File: config.mk
export PLATFORM = sky130hd
export DESIGN_NAME = ps2_mouse_packer
export DESIGN_NICKNAME = d
export VERILOG_FILES = /design/src/rtl/ps2m_pkg.sv /design/src/rtl/ps2m_axis_acc.sv /design/src/rtl/ps2m_byte_sender.sv /design/src/rtl/ps2_mouse_packer.sv
export SDC_FILE = /design/constraint.sdc
export NUM_CORES = 1
export LEC_CHECK = 0
export BUFFER_PORTS_ARGS = -buffer_cell sky130_fd_sc_hd__buf_2
export CAP_MARGIN = 5
export CORE_MARGIN = 4
export CORE_UTILIZATION = 40
export DETAILED_ROUTE_END_ITERATION = 7
export GPL_TIMING_DRIVEN = 0
export PLACE_DENSITY_LB_ADDON = 0.1
export SLEW_MARGIN = 20
export SYNTH_ARGS = -nofsm -noshare
export SYNTH_HDL_FRONTEND = slang
export SYNTH_SLANG_ARGS = --single-unit
File: constraint.sdc
create_clock -name clk -period 5.4 [get_ports clk]
set_input_delay 0.27 -clock clk [delete_from_list [all_inputs] [get_ports clk]]
set_output_delay 0.27 -clock clk [all_outputs]
set_load 0.01 [all_outputs]
File: src/rtl/ps2m_pkg.sv
package ps2m_pkg;

    localparam int OFS_LIMIT = 255;

    typedef struct packed {
        logic y_ovf;
        logic x_ovf;
        logic y_neg;
        logic x_neg;
        logic always1;
        logic middle;
        logic right;
        logic left;
    } status_t;

    typedef struct packed {
        status_t    status;
        logic [7:0] x_byte;
        logic [7:0] y_byte;
    } pkt_t;

    typedef struct packed {
        logic       ovf;
        logic       neg;
        logic [7:0] ofs;
    } axis_code_t;

    typedef enum logic [1:0] {
        SND_IDLE,
        SND_STAT,
        SND_XOFS,
        SND_YOFS
    } send_state_e;

    // Map a signed motion total onto sign, overflow and offset byte.
    function automatic axis_code_t encode_axis(input logic signed [31:0] v);
        axis_code_t c;
        if (v > OFS_LIMIT) begin
            c.ovf = 1'b1;
            c.neg = 1'b0;
            c.ofs = 8'hFF;
        end else if (v < -OFS_LIMIT) begin
            c.ovf = 1'b1;
            c.neg = 1'b1;
            c.ofs = 8'h01;
        end else begin
            c.ovf = 1'b0;
            c.neg = (v < 0);
            c.ofs = v[7:0];
        end
        return c;
    endfunction

endpackage

File: src/rtl/ps2m_axis_acc.sv
module ps2m_axis_acc #(
    parameter int ACC_W   = 11,
    parameter int DELTA_W = 9
) (
    input  logic                      clk,
    input  logic                      rst,
    input  logic                      add_en,
    input  logic                      clr,
    input  logic signed [DELTA_W-1:0] delta,
    output logic signed [ACC_W-1:0]   acc
);
    localparam int SUM_W = ACC_W + 1;
    localparam logic signed [SUM_W-1:0] LIM_HI = SUM_W'((2 ** (ACC_W - 1)) - 1);
    localparam logic signed [SUM_W-1:0] LIM_LO = -LIM_HI;

    logic signed [SUM_W-1:0] base;
    logic signed [SUM_W-1:0] step;
    logic signed [SUM_W-1:0] sum;

    always_comb begin
        base = clr ? '0 : SUM_W'(acc);
        step = add_en ? SUM_W'(delta) : '0;
        sum  = base + step;
    end

    always_ff @(posedge clk) begin
        if (rst) begin
            acc <= '0;
        end else if (sum > LIM_HI) begin
            acc <= ACC_W'(LIM_HI);
        end else if (sum < LIM_LO) begin
            acc <= ACC_W'(LIM_LO);
        end else begin
            acc <= ACC_W'(sum);
        end
    end

    // a total only moves on motion or when handed to a packet
    assert_total_holds_R7: assert property (@(posedge clk) disable iff (rst)
        (!add_en && !clr) |=> $stable(acc));

endmodule

File: src/rtl/ps2m_byte_sender.sv
module ps2m_byte_sender
    import ps2m_pkg::*;
(
    input  logic       clk,
    input  logic       rst,
    input  logic       load,
    input  pkt_t       pkt,
    input  logic       out_ready,
    output logic       out_valid,
    output logic [7:0] out_data,
    output logic       busy
);
    send_state_e state;
    pkt_t        held;

    always_ff @(posedge clk) begin
        if (rst) begin
            state <= SND_IDLE;
            held  <= '0;
        end else begin
            unique case (state)
                SND_IDLE: if (load) begin
                    held  <= pkt;
                    state <= SND_STAT;
                end
                SND_STAT: if (out_ready) state <= SND_XOFS;
                SND_XOFS: if (out_ready) state <= SND_YOFS;
                SND_YOFS: if (out_ready) state <= SND_IDLE;
                default:  state <= SND_IDLE;
            endcase
        end
    end

    always_comb begin
        unique case (state)
            SND_STAT: out_data = held.status;
            SND_XOFS: out_data = held.x_byte;
            SND_YOFS: out_data = held.y_byte;
            default:  out_data = 8'h00;
        endcase
    end

    assign out_valid = (state != SND_IDLE);
    assign busy      = out_valid;

    // a stalled byte stays put
    assert_stall_hold_R1: assert property (@(posedge clk) disable iff (rst)
        (out_valid && !out_ready) |=> (out_valid && $stable(out_data)));

    // the status byte is followed by the X byte
    assert_order_R1: assert property (@(posedge clk) disable iff (rst)
        (state == SND_STAT && out_ready) |=> (state == SND_XOFS));

    // the first byte always carries the fixed one in bit 3
    assert_fixed_bit_R2: assert property (@(posedge clk) disable iff (rst)
        (state == SND_STAT) |-> out_data[3]);

    // after the last byte the stream goes idle for at least a cycle
    assert_gap_after_last_R6: assert property (@(posedge clk) disable iff (rst)
        (state == SND_YOFS && out_ready) |=> !out_valid);

endmodule

File: src/rtl/ps2_mouse_packer.sv
module ps2_mouse_packer
    import ps2m_pkg::*;
#(
    parameter int ACC_W   = 11,
    parameter int DELTA_W = 9
) (
    input  logic                      clk,
    input  logic                      rst,
    input  logic                      btn_left,
    input  logic                      btn_right,
    input  logic                      btn_middle,
    input  logic                      poll,
    input  logic                      mv_valid,
    input  logic signed [DELTA_W-1:0] mv_dx,
    input  logic signed [DELTA_W-1:0] mv_dy,
    output logic                      out_valid,
    input  logic                      out_ready,
    output logic [7:0]                out_data
);
    localparam int NUM_BTN = 3;

    logic [NUM_BTN-1:0]     btn_q;
    logic [NUM_BTN-1:0]     btn_sent;
    logic                   poll_pend;
    logic                   busy;
    logic                   load;
    logic signed [ACC_W-1:0] acc_x;
    logic signed [ACC_W-1:0] acc_y;
    axis_code_t             code_x;
    axis_code_t             code_y;
    pkt_t                   pkt;

    always_ff @(posedge clk) begin
        if (rst) begin
            btn_q     <= '0;
            btn_sent  <= '0;
            poll_pend <= 1'b0;
        end else begin
            btn_q     <= {btn_middle, btn_right, btn_left};
            poll_pend <= (poll_pend | poll) & ~load;
            if (load) btn_sent <= btn_q;
        end
    end

    assign load = !busy && (poll || poll_pend || (btn_q != btn_sent)
                            || (acc_x != '0) || (acc_y != '0));

    ps2m_axis_acc #(.ACC_W(ACC_W), .DELTA_W(DELTA_W)) u_acc_x (
        .clk(clk), .rst(rst), .add_en(mv_valid), .clr(load),
        .delta(mv_dx), .acc(acc_x)
    );

    ps2m_axis_acc #(.ACC_W(ACC_W), .DELTA_W(DELTA_W)) u_acc_y (
        .clk(clk), .rst(rst), .add_en(mv_valid), .clr(load),
        .delta(mv_dy), .acc(acc_y)
    );

    always_comb begin
        code_x             = encode_axis(32'(acc_x));
        code_y             = encode_axis(32'(acc_y));
        pkt.status.left    = btn_q[0];
        pkt.status.right   = btn_q[1];
        pkt.status.middle  = btn_q[2];
        pkt.status.always1 = 1'b1;
        pkt.status.x_neg   = code_x.neg;
        pkt.status.y_neg   = code_y.neg;
        pkt.status.x_ovf   = code_x.ovf;
        pkt.status.y_ovf   = code_y.ovf;
        pkt.x_byte         = code_x.ofs;
        pkt.y_byte         = code_y.ofs;
    end

    ps2m_byte_sender u_sender (
        .clk(clk), .rst(rst), .load(load), .pkt(pkt),
        .out_ready(out_ready), .out_valid(out_valid),
        .out_data(out_data), .busy(busy)
    );

endmodule

==> impl_metrics.json <==
{
  "status": "finished, final reports clean",
  "grt_busiest_layer": "met2",
  "post_cts_resized": 0,
  "drt_iter0_drc": 161,
  "r2r_cells": 16,
  "ys.warnings.count": 0,
  "cts_setup_buffers": 0,
  "syn_avg_cell_area_um2": 7.794,
  "ant_nets": 0,
  "cts_root_buf": "clkbuf_8",
  "setup_violations": 0,
  "synthTopCellsByArea": "dfxtp_1 (30%), ha_1 (10%), nor2_1 (7.3%)",
  "hold_class": "input port to register",
  "ir_drop_mv": 0.1555,
  "rsz0062_at_grt": "no",
  "core_um2": 8341,
  "synth_nets": 501,
  "cellPowerDensity_nw_per_um2": 480.4,
  "syn_inst": 445,
  "cts_tree": "built",
  "r2r_slack_ns": 0.81,
  "synth-seq-cells": 52,
  "ctsLongestPathBuffers": 2,
  "slew_headroom_pct": 49.12,
  "clk_latency_ns": 0.31,
  "start_kind": "register",
  "fill_cells": 899,
  "maxCapViolations": 0,
  "cts_hold_buf": 0,
  "row_count": 33,
  "drv_slew": 0,
  "p_sw_uw": 832.8,
  "fin_tns_setup_ns": 0,
  "via_per_inst": 5.393,
  "cp_cell_sequence": "nor4_1 > nand2_1 > nor4_1 > nor2_1 > clkbuf_1 > nor2b_1 > ha_1 > inv_1 > fa_1 > nand2b_1 > a21oi_1 > xor2_1 > or4b_1 > or3_1 > or3_1 > a211oi_1",
  "cts.clk_slew.worst_paths_ns": 0.10,
  "max_stage_delay_ns": 0.53,
  "grt_start_max_net_pins": 16,
  "worstMarginPinSlew_ns": 0.7567,
  "antennaDiodeCount": 0,
  "rr_endpoint": "u_acc_y.acc[0]$_SDFF_PP0_",
  "use_met1_pct": 25.89,
  "wl_per_cell_um": 15.18,
  "worstSetupPathType": "register to register",
  "routed_wl_mm": 8.970,
  "power_frac_comb_pct": 52.3,
  "yosysTopAreaCell": "dfxtp_1",
  "start_util_pct": 41.58,
  "cp.arrival_ns": 4.82,
  "fmax_ghz": 0.2177,
  "cts.sinks": 52,
  "fin_ws_ns": 0.8066,
  "dpl_cell_area_um2": 3765,
  "die_x_um": 101.1,
  "globalRouteMet2Util_pct": 28.77,
  "seq_area_frac_synth_pct": 30.01,
  "slowest_stage": "or4b_1",
  "vias": 3187,
  "netlist_area_um2": 3468,
  "seqCellArea_um2": 1041,
  "crit_path_end_kind": "register",
  "cts_buffers": 5,
  "internal_power_uw": 1028,
  "nets": 541,
  "htree_levels": 2,
  "synth_cell_types": 45,
  "multi_input_area_um2": 2262,
  "die-area_um2": 10220,
  "io_buffers": 33,
  "use_met3_pct": 2.837,
  "hpwl_mm": 7.015,
  "grt_usage_pct": 18.04,
  "grt_pass1_wl_mm": 14.74,
  "drc_errors": 0,
  "ioPinCount": 35,
  "drive_above_1_share_pct": 9.053,
  "grt_pass1_vias": 3000,
  "hold_viol_final": 0,
  "pre_cts_ws_ns": 0.7731,
  "worstPathMaxFanout": 10,
  "postLayoutCellArea_um2": 3872,
  "r2r-start": "u_acc_y.acc[0]$_SDFF_PP0_",
  "overflow": 0,
  "synth_top_area_share_pct": 30.01,
  "place_congestion": 0.7768,
  "p_leak_uw": 0.001628,
  "holdPathStages": 2,
  "dr.pass1.iters": 4,
  "hp-start": "btn_left",
  "die_h_um": 101.1,
  "antenna_found_initial": 0,
  "fin_worst_skew_ns": 0.009905,
  "crit_required_ns": 5.62,
  "sw_frac_of_total_pct": 44.76,
  "p_seq_share_pct": 33.3,
  "total_power_uw": 1860,
  "syn_to_final_growth_pct": 11.65,
  "power_frac_clock_pct": 14.5,
  "finalCritPeriodShare_pct": 85.06,
  "min_period_ns": 4.593,
  "hold_end": "btn_q[0]$_SDFF_PP0_"
}
==> worst max path at each step <==
stage	from	depth (start not counted)	to
global placement	u_acc_y.acc[0]$_SDFF_PP0_	16	u_acc_y.acc[0]$_SDFF_PP0_
detailed placement	u_acc_y.acc[0]$_SDFF_PP0_	16	u_acc_y.acc[0]$_SDFF_PP0_
floorplan	u_acc_y.acc[0]$_SDFF_PP0_	16	u_acc_y.acc[0]$_SDFF_PP0_
CTS	u_acc_y.acc[0]$_SDFF_PP0_	16	u_acc_y.acc[0]$_SDFF_PP0_
global route	u_acc_y.acc[0]$_SDFF_PP0_	17	u_acc_y.acc[4]$_SDFF_PP0_
finish	u_acc_y.acc[0]$_SDFF_PP0_	16	u_acc_y.acc[0]$_SDFF_PP0_
==> cell families after synthesis <==
family,synth area share (%)
DFF,30.01
buffers and inverters,4.762
AOI/OAI and AO/OA,22.22
adders and majority gates,11.26
and+or+nand+nor,25.25
xor gates and xnor gates,5.051
muxes,1.443
==> power by group through the flow <==
stage | registers, uW | clock network (uW) | logic (uW)
global placement | 624 | 0 | 963
floorplan | 591 | 0 | 742
CTS | 618 | 270 | 976
finish | 619 | 269 | 972
detailed placement | 626 | 0 | 969
global route | 632 | 287 | 1100
==> Yosys cell counts <==
library cell / n
a2111o_1: 1
a2111oi_0: 1
a211o_1: 1
a211oi_1: 20
a211oi_2: 1
a21o_1: 4
a21oi_1: 45
a221oi_1: 1
a222oi_1: 8
a2bb2oi_1: 1
a31o_2: 1
a31oi_1: 4
and2_1: 18
and3_1: 1
clkbuf_1: 25
dfxtp_1: 52
fa_1: 2
ha_1: 28
inv_1: 19
mux2i_1: 5
nand2_1: 19
nand2b_1: 3
nand3_1: 5
nand3b_1: 1
nand4_1: 3
nand4b_1: 1
nor2_1: 67
nor2b_1: 28
nor3_1: 8
nor3b_1: 4
nor4_1: 5
nor4b_1: 2
o211ai_1: 5
o21a_1: 2
o21ai_0: 21
o21ai_1: 2
o31a_1: 2
o31ai_1: 1
or2_2: 1
or3_1: 2
or4_1: 3
or4b_1: 1
or4b_2: 1
xnor2_1: 12
xor2_1: 8
==> per-stage QoR <==
step           hold WS, ns  std cells  util (%)
2_1_floorplan       0.3982        445         -
3_3_place_gp        0.4558        583     45.14
3_5_place_dp        0.4726        583     45.14
4_1_cts             0.1607        591     46.43
5_1_grt             0.1870        591     46.43
6_report            0.1599        591     46.43
==> cell usage in the layout, fill, tap and decap left out, types with 2 or more instances in the layout <==
cell and instances:
nand2b_1 3, nor3b_1 4, nor4_1 5, inv_1 19
xnor2_1 12, nor4b_1 2, nand4_1 3, o21ai_1 2
o21a_1 2, dfxtp_1 52, nand3_1 5, and2_1 18
nor3_1 8, a222oi_1 8, clkbuf_1 26, or3_1 2
a21o_1 4, a211oi_1 20, nor2b_1 28, mux2i_1 5
nor2_1 67, nand2_1 19, ha_1 28, a31oi_1 4
o31a_1 2, a21oi_1 45, clkbuf_8 5, xor2_1 8
or4_1 3, o21ai_0 21, o211ai_1 5, buf_2 33
fa_1 2
==> critical path, delay by kind of cell (launching register included) <==
family	cells	cell delay, ns
buffers and inverters	2	0.35
xor gates and xnor gates	1	0.11
AOI/OAI and AO/OA	2	0.37
and+or+nand+nor	9	2.74
DFF	1	0.33
adders and majority gates	2	0.59
==> sequential cells by signal, summed over array words and instances, names as in the netlist <==
signal and count:
btn_sent 1, u_sender.held 23, u_acc_y.acc 11, poll_pend 1, u_acc_x.acc 11, btn_q 3, u_sender.state 2
==> final cells by class <==
type / count / area share [%]
sequential: 52 / 26.88
tap: 105 / 3.393
timing repair buffer: 33 / 4.265
inverter: 19 / 1.842
multi-input combinational: 349 / 58.42
clock inverter: 2 / 0.9047
clock buffer: 6 / 1.874
buffer: 25 / 2.423
==> per-layer routing <==
layer	vias up	part of all wire, %
met4	0	0.80
met1	1459	50
met5	-	0
met2	61	45
li1	1660	-
met3	7	4.2
Note: power is estimated with default switching activity, not from simulation.
